`src/rtl/mbx_pkg.sv`:
```
package mbx_pkg;
   typedef enum logic {SIDE_LEFT = 1'b0, SIDE_RIGHT = 1'b1} side_e;

   typedef struct packed {
      logic raise_peer;
      logic clear_own;
   } mbx_req_t;
endpackage

```
`src/rtl/mbx_port_decode.sv`:
```
module mbx_port_decode
   import mbx_pkg::*;
#(
   parameter int    ADDR_W = 12,
   parameter side_e SIDE   = SIDE_LEFT
) (
   input  logic              sel,
   input  logic              we,
   input  logic              busy,
   input  logic [ADDR_W-1:0] addr,
   output mbx_req_t          req
);
   localparam logic [ADDR_W-1:0] BOX_HI = '1;
   localparam logic [ADDR_W-1:0] BOX_LO = BOX_HI - 1'b1;
   localparam logic [ADDR_W-1:0] OWN_BOX  = (SIDE == SIDE_RIGHT) ? BOX_HI : BOX_LO;
   localparam logic [ADDR_W-1:0] PEER_BOX = (SIDE == SIDE_RIGHT) ? BOX_LO : BOX_HI;

   logic granted;

   always_comb begin
      granted        = sel && !busy;
      req.raise_peer = granted && we  && (addr == PEER_BOX);
      req.clear_own  = granted && !we && (addr == OWN_BOX);
   end
endmodule

```
`src/rtl/mbx_flag.sv`:
```
module mbx_flag (
   input  logic clk,
   input  logic rst_n,
   input  logic set_i,
   input  logic clr_i,
   output logic flag_o
);
   always_ff @(posedge clk or negedge rst_n) begin
      if (!rst_n)      flag_o <= 1'b0;
      else if (set_i)  flag_o <= 1'b1;
      else if (clr_i)  flag_o <= 1'b0;
   end
endmodule

```
`src/rtl/mbx_irq_ctrl.sv`:
```
module mbx_irq_ctrl
   import mbx_pkg::*;
#(
   parameter int ADDR_W = 12
) (
   input  logic              clk,
   input  logic              rst_n,
   input  logic              l_sel,
   input  logic              l_we,
   input  logic [ADDR_W-1:0] l_addr,
   input  logic              l_busy,
   input  logic              r_sel,
   input  logic              r_we,
   input  logic [ADDR_W-1:0] r_addr,
   input  logic              r_busy,
   output logic              l_irq_n,
   output logic              r_irq_n
);
   localparam int NSIDE = 2;

   if (ADDR_W < 2) begin : g_bad_width
      $error("mbx_irq_ctrl: ADDR_W must be at least 2");
   end

   logic              p_sel  [NSIDE];
   logic              p_we   [NSIDE];
   logic              p_busy [NSIDE];
   logic [ADDR_W-1:0] p_addr [NSIDE];
   mbx_req_t          p_req  [NSIDE];
   logic              p_flag [NSIDE];

   always_comb begin
      p_sel[0]  = l_sel;   p_sel[1]  = r_sel;
      p_we[0]   = l_we;    p_we[1]   = r_we;
      p_busy[0] = l_busy;  p_busy[1] = r_busy;
      p_addr[0] = l_addr;  p_addr[1] = r_addr;
   end

   for (genvar s = 0; s < NSIDE; s++) begin : g_side
      mbx_port_decode #(
         .ADDR_W (ADDR_W),
         .SIDE   (side_e'(s))
      ) u_dec (
         .sel  (p_sel[s]),
         .we   (p_we[s]),
         .busy (p_busy[s]),
         .addr (p_addr[s]),
         .req  (p_req[s])
      );

      mbx_flag u_flag (
         .clk    (clk),
         .rst_n  (rst_n),
         .set_i  (p_req[NSIDE-1-s].raise_peer),
         .clr_i  (p_req[s].clear_own),
         .flag_o (p_flag[s])
      );
   end

   assign l_irq_n = ~p_flag[0];
   assign r_irq_n = ~p_flag[1];
endmodule

```
`config.mk`:
```
export PLATFORM = sky130hd
export DESIGN_NAME = mbx_irq_ctrl
export DESIGN_NICKNAME = d
export VERILOG_FILES = /design/src/rtl/mbx_pkg.sv /design/src/rtl/mbx_port_decode.sv /design/src/rtl/mbx_flag.sv /design/src/rtl/mbx_irq_ctrl.sv
export SDC_FILE = /design/constraint.sdc
export NUM_CORES = 1
export LEC_CHECK = 0
export BUFFER_PORTS_ARGS = -buffer_cell sky130_fd_sc_hd__clkbuf_2
export CAP_MARGIN = 30
export CORE_AREA = 5 5 42 44
export DETAILED_ROUTE_END_ITERATION = 10
export DIE_AREA = 0 0 47 49
export PLACE_DENSITY = 0.55
export SETUP_SLACK_MARGIN = 0.5
export SKIP_LAST_GASP = 1
export SLEW_MARGIN = 20
export SYNTH_ARGS = -nofsm -noshare
export SYNTH_HDL_FRONTEND = slang
export SYNTH_SLANG_ARGS = --single-unit
```
`constraint.sdc`:
```
create_clock -name clk -period 0.8 [get_ports clk]
set_clock_uncertainty 0.1 [all_clocks]
set_input_delay 0.16 -clock clk [delete_from_list [all_inputs] [get_ports clk]]
set_output_delay 0.16 -clock clk [all_outputs]
set_load 0.1 [all_outputs]
```
Yosys cells after proc, flatten, opt, wreduce, memory -nomap -nowiden
Cells that the tools add are included.
{ "totals": {"register_bits": 2, "inputBits": 32, "word_cells": 28} }
{ "classes": {"eq_ne": 4, "n_mux": 4, "bitwise_logic": 2, "reduce_logical": 16} }
{ "ops": {"columns": ["operator", "count"], "rows": [
  ["12-bit == test, second input constant", 4],
  ["1-bit logical AND", 10],
  ["1-bit logical NOT", 4],
  ["1-bit 2-to-1 mux", 4],
  ["2-bit nonzero test", 2],
  ["1-bit inverter", 2]
]} }

Longest topological paths before layout
Gate-level depths: netlist (run 1).
{ "logic_depth": {"word_depth": 6, "ltp_mapped": 3} }

Hierarchy
Synthesis (run 1) repeated with hierarchy kept, for this count alone.
{ "hier_totals": {"hier_cells": 22, "hier_area_um2": 180.2} }
{ "modules_own_cells": {"columns": ["mod", "instances", "cells_each", "area_each_um2", "seq_area_each_um2"], "rows": [
  ["mbx_port_decode", 2, 7, 50.0, 0.0],
  ["mbx_flag", 2, 3, 36.3, 25.0],
  ["mbx_irq_ctrl", 1, 2, 7.5, 0.0]
]} }

Worst setup path after synthesis (run 1)
OpenSTA, ideal clock, no wires.
{ "synth_path": {"kind": "flip-flop to flip-flop", "from": "register g_side[1].u_flag.flag_o (netlist name)", "to": "register g_side[1].u_flag.flag_o", "setup_time_ns": 0.162, "t_arrival_ns": 1.118, "required_ns": 0.538, "slack_ns": -0.580, "path_stages_with_launch": 3, "n_path_buf": 0, "synth_period_minus_slack_ns": 1.380, "cell_sequence": "dfrtp_1 > inv_1 > o21ai_0"} }
{ "synth_rtl": {"columns": ["item", "line", "source"], "rows": [
  ["to (signal assigned)", "mbx_flag.sv:9", "if (!rst_n) flag_o <= 1'b0;"],
  ["to (signal assigned)", "mbx_flag.sv:10", "else if (set_i) flag_o <= 1'b1;"],
  ["to (signal assigned)", "mbx_flag.sv:11", "else if (clr_i) flag_o <= 1'b0;"],
  ["to (decl)", "mbx_flag.sv:6", "output logic flag_o"]
]} }

Final worst setup path (run 1)
{ "layout_path": {"from": "register g_side[1].u_flag.flag_o", "to": "output r_irq_n"} }
{ "layout_via": {"elab_chain_cells": 1} }
{ "layout_lines": {"columns": ["item", "line", "source"], "rows": [
  ["1-bit inverter", "mbx_irq_ctrl.sv:61", "assign r_irq_n = ~p_flag[1];"],
  ["to (decl)", "mbx_irq_ctrl.sv:17", "output logic r_irq_n"]
]} }
Every way passes these cells.

==> results of run 1 <==
[synth_stat cells]
library cell  count
dfrtp_1           2
nor4_2            1
nand4_1           4
o21ai_1           1
nand3b_1          1
or4_1             2
nor4_1            1
nand4b_1          3
nand3_1           1
inv_1             2
or4b_4            1
o21ai_0           1
[cells by family after synthesis]
logic type,after synthesis
AO/OA/AOI/OAI,2
AND/OR/NAND/NOR,14
flip-flops,2
buffers and inverters,2
[layout make-up]
type / count / area, um^2
well taps: 16 / 20.0
flip-flops and latches: 2 / 50.0
inverters: 2 / 15.0
fillers: 159 / 936
repair buffers: 38 / 233
multi-input cells: 16 / 125
clock buffers: 3 / 22.5
[metal layers]
| layer | share of wire | vias up | track usage | routed length (um) |
|---|---|---|---|---|
| met1 | 0.38 | 150 | 0.0768 | 295 |
| li1 | - | 168 | - | - |
| met3 | 0.087 | 4 | 0.0295 | 67 |
| met2 | 0.48 | 20 | 0.0928 | 372 |
| met4 | 0.045 | 0 | 0.0829 | 35 |
| met5 | 0 | - | 0 | 0 |
[through the flow]
step | instances | total power, mW
floorplan | 20 | 0.121
global placement | 73 | 0.204
detailed placement | 73 | 0.208
CTS | 77 | 0.449
global route | 77 | 0.475
finish | 77 | 0.431
[path summary, 6_finish.rpt]
kind                                          from                       to  slack, ns
min in group clk                         r_addr[5]  g_side[1].u_flag.flag_o       0.18
hold reg to reg            g_side[1].u_flag.flag_o  g_side[1].u_flag.flag_o       0.57
max in group asynchronous                    rst_n  g_side[0].u_flag.flag_o       0.89
hold / removal                               rst_n  g_side[1].u_flag.flag_o      -0.39
setup / recovery           g_side[1].u_flag.flag_o                  r_irq_n      -0.33
setup reg to reg           g_side[0].u_flag.flag_o  g_side[0].u_flag.flag_o      -0.09
[report_power, final]
group | switching, mW | internal [mW] | total, mW
clock | 0.0597 | 0.166 | 0.225
sequential | 0.000183 | 0.102 | 0.102
combinational | 0.0340 | 0.0697 | 0.104
total | 0.0939 | 0.337 | 0.431
[cell usage in the layout (no fill, tap or decap)]
| cell | instances |
|---|---|
| dfrtp_1 | 2 |
| nand4b_1 | 3 |
| clkbuf_4 | 3 |
| buf_12 | 2 |
| clkbuf_2 | 31 |
| o21ai_1 | 1 |
| nand3b_1 | 1 |
| nand4_1 | 4 |
| buf_4 | 5 |
| or4_1 | 2 |
| or4b_4 | 1 |
| clkinvlp_4 | 2 |
| nor4_2 | 1 |
| o21ai_2 | 1 |
| nand3_1 | 1 |
| nor4_1 | 1 |
[worst register-to-register path: stages, from the launching register on]
cell and delay, ns:
dfrtp_1 0.36, clkinvlp_4 0.11, buf_4 0.14, o21ai_1 0.11
[timing repair]
item                       CTS  global route
setup endpoints to repair    4             4
setup buffers                1             0
hold endpoints to repair     2             2
gates resized for setup      0             1
pin swaps                    0             0
==> summary.txt, run 1 <==
Synth Area in Simple Gates -> 0.622
Flops & latches, synth -> 2
Main combinational cell family by area after synthesis -> simple AND/OR/NAND/NOR gates
Reg with most FFs -> g_side.u_flag.flag_o
Vias per inst -> 4.44
CP delay by family, top -> flip-flops
Worst-Margin Slew -> 0.340 ns
DR vias -> 342
Final net count -> 95
Max reg flops -> 2
ANT cells -> 0
Synth area leaders -> dfrtp_1 (28%), nand4b_1 (15%), nand4_1 (14%)
Crit path kind -> register to primary output
H-tree levels -> 1
Row count -> 14
Initial Util -> 0.128
Worst Hold Class -> input pin to asynchronous set/reset pin
Adder-cell area share of the yosys netlist -> 0
Initial antenna violation count -> 0
Pins Over Slew Limit -> 0
Layout area overhead -> 160%
Ports -> 34
Clock tree buffer depth -> 2
Syn. warnings -> 0
WP data arrival -> 0.87 ns
Synth Area in Compound Gates -> 0.0559
Setup Viol. Count Final -> 4
Mux share of post-synthesis cell area -> 0
Placer Congestion -> 0.627
Drt first pass iters -> 2
Design Area, Final -> 465 um^2
First-pass GRT wire length -> 1140 um
Yosys top cell area share -> 0.280
Max-slew headroom -> 0.772
TritonCTS Buffers -> 3
Hold WS -> -0.388 ns
# clock sinks -> 2
Crit-path cells -> clkinvlp_4, buf_12
Syn Std Cell Area -> 179 um^2
Setup tns final -> -0.958 ns
Final antenna-violating net count -> 0
Slowest CP cell -> dfrtp_1
CP max stage delay -> 0.36 ns
Reg2reg path depth -> 3
Synth Net Count -> 52
Buf/Inv on CP -> 2
Power density over the cells -> 927 nW/um^2
Cell count after synthesis -> 20
Largest net degree at the start of global routing -> 3
RSZ-0062 raised after global routing -> yes
Clock slew seen by the registers of the worst setup and hold paths -> 0.03 ns
XOR/XNOR Fraction of Synth Area -> 0
Startpoint type of the worst setup path -> register
Detailed Place HPWL -> 729 um
Share of layout cells above drive strength 1 -> 0.754
TritonCTS clock tree -> yes
Port Buffers -> 33
Vias in the first global route -> 310
Period utilization -> 1.41
Worst Path Max Fanout -> 2
Drt initial violations -> 4
Clk Latency, worst-skew pair -> 0.22 ns
Failing checks -> negative hold slack, negative setup slack
DRC -> 0
Die height -> 49 um
WP data required -> 0.54 ns
GRT overflow -> 0
Synth cell types -> 12
Finished Core Util -> 0.332
Shortest period the worst path allows -> 1.13 ns
Sequential share of the synthesized area -> 0.280
DRT Wirelength -> 771 um
LEAKAGE -> 0.215 nW
Worst vdd ir -> 0.314 mV
Leading area contributor after synthesis -> dfrtp_1
Levels on crit path -> 2
Max_cap viols -> 0
Regs by FF count -> g_side.u_flag.flag_o x2
Die area -> 2300 um^2
Syn avg cell area -> 8.95 um^2
Final WS setup -> -0.330 ns
Final Hold Vio Count -> 2
Cell Area, Placed -> 432 um^2
Worst setup EP type -> primary output
Wire length per cell -> 10.0 um
Max Clock Freq -> 885 MHz
Die W -> 47 um
Dpl ws -> -0.434 ns
Root buf cell -> clkbuf_4
Total Routing Usage GR -> 0.0718
Outcome -> finished, violations left
Core area -> 1400 um^2
No activity file was read; power rests on OpenSTA's default activity.
==> run 2, diff against run 1 <==
Settings changed: SKIP_CTS_REPAIR_TIMING set to 1.
==> run 2 against run 1 <==
  * The run still ends with negative hold slack, negative setup slack left
  * Via count grew 0.88%
  * Count of clock-buffer cells in the layout unchanged
  * Die area stayed put
  * Final cell count unchanged
  * Register-to-register slack is essentially flat
  * Non-clock buffer count unchanged
  * Largest cell class unchanged
  * Global-route usage unchanged
  * Sequential power about the same
  * Maximum frequency hardly changed
  * Wire length is 0.65% higher
==> summary.txt, run 2 (synthesis gave the netlist of run 1 again) <==
Wire length per cell -> 10.1 um
Max-slew headroom -> 0.772
Commonest non-fill, non-tap cell in the layout -> clkbuf_2
Final antenna-violating net count -> 0
Core area -> 1400 um^2
Startpoint type of the worst setup path -> register
Vias in the first global route -> 308
Comb pwr share -> 0.241
Finished Core Util -> 0.332
Share of layout cells above drive strength 1 -> 0.754
Worst Path Max Fanout -> 2
Row count -> 14
DRT Wirelength -> 776 um
Part of the power in the clock network -> 0.522
TritonCTS Buffers -> 3
Ports -> 34
Failing checks -> negative hold slack, negative setup slack
TritonCTS clock tree -> yes
Power density over the cells -> 927 nW/um^2
GRT overflow -> 0
Clock tree buffer depth -> 2
# clock sinks -> 2
Drt first pass iters -> 2
Final Hold Vio Count -> 2
Crit path kind -> register to primary output
Pins Over Slew Limit -> 0
Placer Congestion -> 0.627
Final net count -> 95
Clk Latency, worst-skew pair -> 0.22 ns
Detailed Place HPWL -> 729 um
Largest net degree at the start of global routing -> 3
Total Routing Usage GR -> 0.0718
Worst Hold Class -> input pin to asynchronous set/reset pin
Worst vdd ir -> 0.314 mV
Initial Util -> 0.128
H-tree levels -> 1
Flop pwr share -> 0.237
Worst-Margin Slew -> 0.340 ns
Die height -> 49 um
First-pass GRT wire length -> 1140 um
Die area -> 2300 um^2
Switching share of power -> 0.217
Switching Power -> 0.0938 mW
FILL cells -> 158
Vias per inst -> 4.48
Shortest period the worst path allows -> 1.13 ns
Hold WS -> -0.388 ns
Reg with most FFs -> g_side.u_flag.flag_o
Period utilization -> 1.41
Max Clock Freq -> 885 MHz
Max_cap viols -> 0
Final WS setup -> -0.330 ns
ANT cells -> 0
Total Power -> 0.431 mW
Pint -> 0.337 mW
DRC -> 0
DR vias -> 345
WP data required -> 0.54 ns
Worst setup EP type -> primary output
Layout area overhead -> 160%
Outcome -> finished, violations left
Drt initial violations -> 4
Root buf cell -> clkbuf_4
Port Buffers -> 33
LEAKAGE -> 0.215 nW
Die W -> 47 um
Commonest cells after routing, fill and taps aside -> clkbuf_2 (31), buf_4 (5), nand4_1 (4)
RSZ-0062 raised after global routing -> yes
WP data arrival -> 0.87 ns
Worst R2R Setup Slack -> -0.09 ns
Regs by FF count -> g_side.u_flag.flag_o x2
Setup Viol. Count Final -> 4
Initial antenna violation count -> 0
Max reg flops -> 2
Clock slew seen by the registers of the worst setup and hold paths -> 0.03 ns
[run 2: power groups by stage]
stage	Clock (mW)	Combinational (mW)	Sequential (mW)
floorplan	0	0.0176	0.103
global placement	0	0.101	0.103
detailed placement	0	0.105	0.103
CTS	0.242	0.105	0.102
global route	0.259	0.114	0.102
finish	0.225	0.104	0.102
[run 2: layout make-up]
type                       count  area [um^2]  area share
timing repair buffer          38          233       0.500
multi-input combinational     16          125       0.269
sequential                     2         50.0       0.108
clock buffer                   3         22.5      0.0484
tap                           16         20.0      0.0430
inverter                       2         15.0      0.0323
[run 2: worst paths after layout]
check / startpoint / endpoint / cells after the start
worst min register to register: g_side[1].u_flag.flag_o / g_side[1].u_flag.flag_o / 3
min in group clk: r_addr[5] / g_side[1].u_flag.flag_o / 4
worst max register to register: g_side[0].u_flag.flag_o / g_side[0].u_flag.flag_o / 3
worst max-delay path: g_side[1].u_flag.flag_o / r_irq_n / 2
worst min-delay path: rst_n / g_side[1].u_flag.flag_o / 1
max in group asynchronous: rst_n / g_side[0].u_flag.flag_o / 1
[run 2: per-stage QoR]
step	setup slack [ns]	instance area, um^2	std cells	setup TNS (ns)
2_1_floorplan	-0.400	186	20	-1.25
3_3_place_gp	-0.408	432	73	-0.929
3_5_place_dp	-0.434	432	73	-0.975
4_1_cts	-0.350	454	76	-0.991
5_1_grt	-0.388	465	77	-1.10
6_report	-0.330	465	77	-0.957
[run 2: critical path, stage by stage (launching register included)]
cell	delay [ns]
dfrtp_1	0.35
clkinvlp_4	0.11
buf_12	0.17
[run 2: metal layers]
metal  vias to the layer above  GRT usage  part of all wire  routed length (um)
met4                         0     0.0829             0.045                  35
li1                        168          -                 -                   -
met5                         -          0                 0                   0
met2                        20     0.0928              0.49                 378
met3                         4     0.0295             0.086                  67
met1                       153     0.0768              0.38                 294
==> run 3, diff against run 2 <==
Settings changed: BUFFER_PORTS_ARGS -buffer_cell sky130_fd_sc_hd__clkbuf_2 to not set, CTS_BUF_LIST set to sky130_fd_sc_hd__clkbuf_4 sky130_fd_sc_hd__clkbuf_8, DONT_BUFFER_PORTS set to 1, PLACE_DENSITY 0.55 to 0.33.
==> run 3 against run 2 <==
  * The flow still finishes with violations (negative hold slack, negative setup slack)
  * Setup slack lost 0.0046 ns
  * Cell area shrank 32%
  * Maximum frequency shrank 0.41%
  * Die area is the same
  * Register-to-register slack is essentially flat
  * Power shrank 18%
  * Non-clock buffer count shrank 32
  * Clock power shrank 2%
  * Sequential power is essentially flat
  * Utilization shrank 11 points
  * Combinational power shrank 71%
  * First-iteration DRC count shrank 75%
  * Critical path type unchanged
==> summary.txt, run 3 (synthesis gave the netlist of run 1 again) <==
Placer Congestion -> 0.619
Pint -> 0.285 mW
Setup tns final -> -0.856 ns
Final Hold Vio Count -> 2
FILL cells -> 161
Power density over the cells -> 1110 nW/um^2
H-tree levels -> 1
Vias per inst -> 5.31
Initial antenna violation count -> 0
DRT Wirelength -> 689 um
Worst R2R Setup Slack -> -0.09 ns
# clock sinks -> 2
Outcome -> finished, violations left
Hold WS -> -0.468 ns
Cell Area, Placed -> 269 um^2
Die W -> 47 um
Die area -> 2300 um^2
Finished Core Util -> 0.227
WP data required -> 0.54 ns
Initial Util -> 0.128
Crit path kind -> register to primary output
Multi-input gate area -> 140 um^2
Worst vdd ir -> 0.723 mV
Final WS setup -> -0.334 ns
Die height -> 49 um
Part of the power in the clock network -> 0.624
Switching share of power -> 0.194
Comb pwr share -> 0.086
Regs by FF count -> g_side.u_flag.flag_o x2
Reg2reg path depth -> 3
Final net count -> 63
Ports -> 34
TritonCTS clock tree -> yes
Max Clock Freq -> 882 MHz
Final antenna-violating net count -> 0
DR vias -> 239
Drt first pass iters -> 2
Commonest cells after routing, fill and taps aside -> nand4_1 (4), buf_4 (4), nand4b_1 (3), clkbuf_4 (3)
Worst r2r src -> g_side[1].u_flag.flag_o
Layout area overhead -> 77.6%
First-pass GRT wire length -> 945 um
Switching Power -> 0.0685 mW
Pins Over Slew Limit -> 0
Shortest period the worst path allows -> 1.13 ns
Largest net degree at the start of global routing -> 3
Max_cap viols -> 0
Total Routing Usage GR -> 0.0605
CP startpoint -> g_side[1].u_flag.flag_o
Clk Latency, worst-skew pair -> 0.22 ns
DRC -> 0
RR Endpoint -> g_side[1].u_flag.flag_o
ANT cells -> 0
LEAKAGE -> 0.0925 nW
Share of layout cells above drive strength 1 -> 0.517
Failing checks -> negative hold slack, negative setup slack
Startpoint type of the worst setup path -> register
Port Buffers -> 0
Max reg flops -> 2
Clock slew seen by the registers of the worst setup and hold paths -> 0.03 ns
Row count -> 14
Register area -> 50.0 um^2
TritonCTS Buffers -> 3
Design Area, Final -> 318 um^2
Setup Viol. Count Final -> 4
Vias in the first global route -> 254
Drt initial violations -> 1
Critical Path Sink -> r_irq_n
Period utilization -> 1.42
GRT overflow -> 0
RSZ-0062 raised after global routing -> yes
Reg with most FFs -> g_side.u_flag.flag_o
Worst Path Max Fanout -> 2
Worst setup EP type -> primary output
Core area -> 1400 um^2
Flop pwr share -> 0.290
Clock tree buffer depth -> 2
Root buf cell -> clkbuf_4
Worst-Margin Slew -> 0.287 ns
WP data arrival -> 0.87 ns
Max-slew headroom -> 0.807
Worst Hold Class -> input pin to asynchronous set/reset pin
Wire length per cell -> 15.3 um
## run 3: cell count changes in the layout (fill, tap and decap cells not counted)
cell / change
buf_4: -1
clkbuf_2: -31
nor4_1: -1
nor4_4: +1
## run 3: routing by layer
metal  global-route usage  up-vias  share of wire
li1                     -      106              -
met5                    0        -              0
met1               0.0547      100           0.32
met4               0.0276        0              0
met2               0.0905       33           0.44
met3               0.0554        0           0.24
## run 3: worst max-delay path: stages, from the launching register on
cell,delay (ns)
dfrtp_1,0.36
clkinvlp_4,0.12
buf_12,0.17
## run 3: power groups by stage
| stage | Clock [mW] | Sequential, mW | Combinational [mW] |
|---|---|---|---|
| after global routing | 0.262 | 0.102 | 0.0327 |
| after floorplan | 0 | 0.103 | 0.0176 |
| after global placement | 0 | 0.103 | 0.0259 |
| after CTS | 0.239 | 0.102 | 0.0273 |
| final | 0.221 | 0.102 | 0.0305 |
| after detailed placement | 0 | 0.103 | 0.0272 |
## run 3: worst min path at each step
stage                     slack [ns]                       to  depth (start not counted)   from
after floorplan                -0.24  g_side[0].u_flag.flag_o                          0  rst_n
after global placement         -0.24  g_side[0].u_flag.flag_o                          0  rst_n
after detailed placement       -0.24  g_side[0].u_flag.flag_o                          0  rst_n
after CTS                      -0.48  g_side[0].u_flag.flag_o                          0  rst_n
after global routing           -0.49  g_side[0].u_flag.flag_o                          0  rst_n
final                          -0.47  g_side[0].u_flag.flag_o                          0  rst_n
## run 3: layout make-up
| class | count | area share |
|---|---|---|
| clock buffer | 3 | 0.0709 |
| inverter | 2 | 0.0472 |
| multi-input combinational | 16 | 0.441 |
| sequential | 2 | 0.157 |
| tap | 16 | 0.0630 |
| timing repair buffer | 6 | 0.220 |
## run 3: per-stage QoR
| stage | setup slack (ns) | cells | total power, mW |
|---|---|---|---|
| 2_1_floorplan | -0.400 | 20 | 0.121 |
| 3_3_place_gp | -0.351 | 41 | 0.129 |
| 3_5_place_dp | -0.369 | 41 | 0.131 |
| 4_1_cts | -0.348 | 44 | 0.369 |
| 5_1_grt | -0.380 | 45 | 0.397 |
| 6_report | -0.334 | 45 | 0.354 |
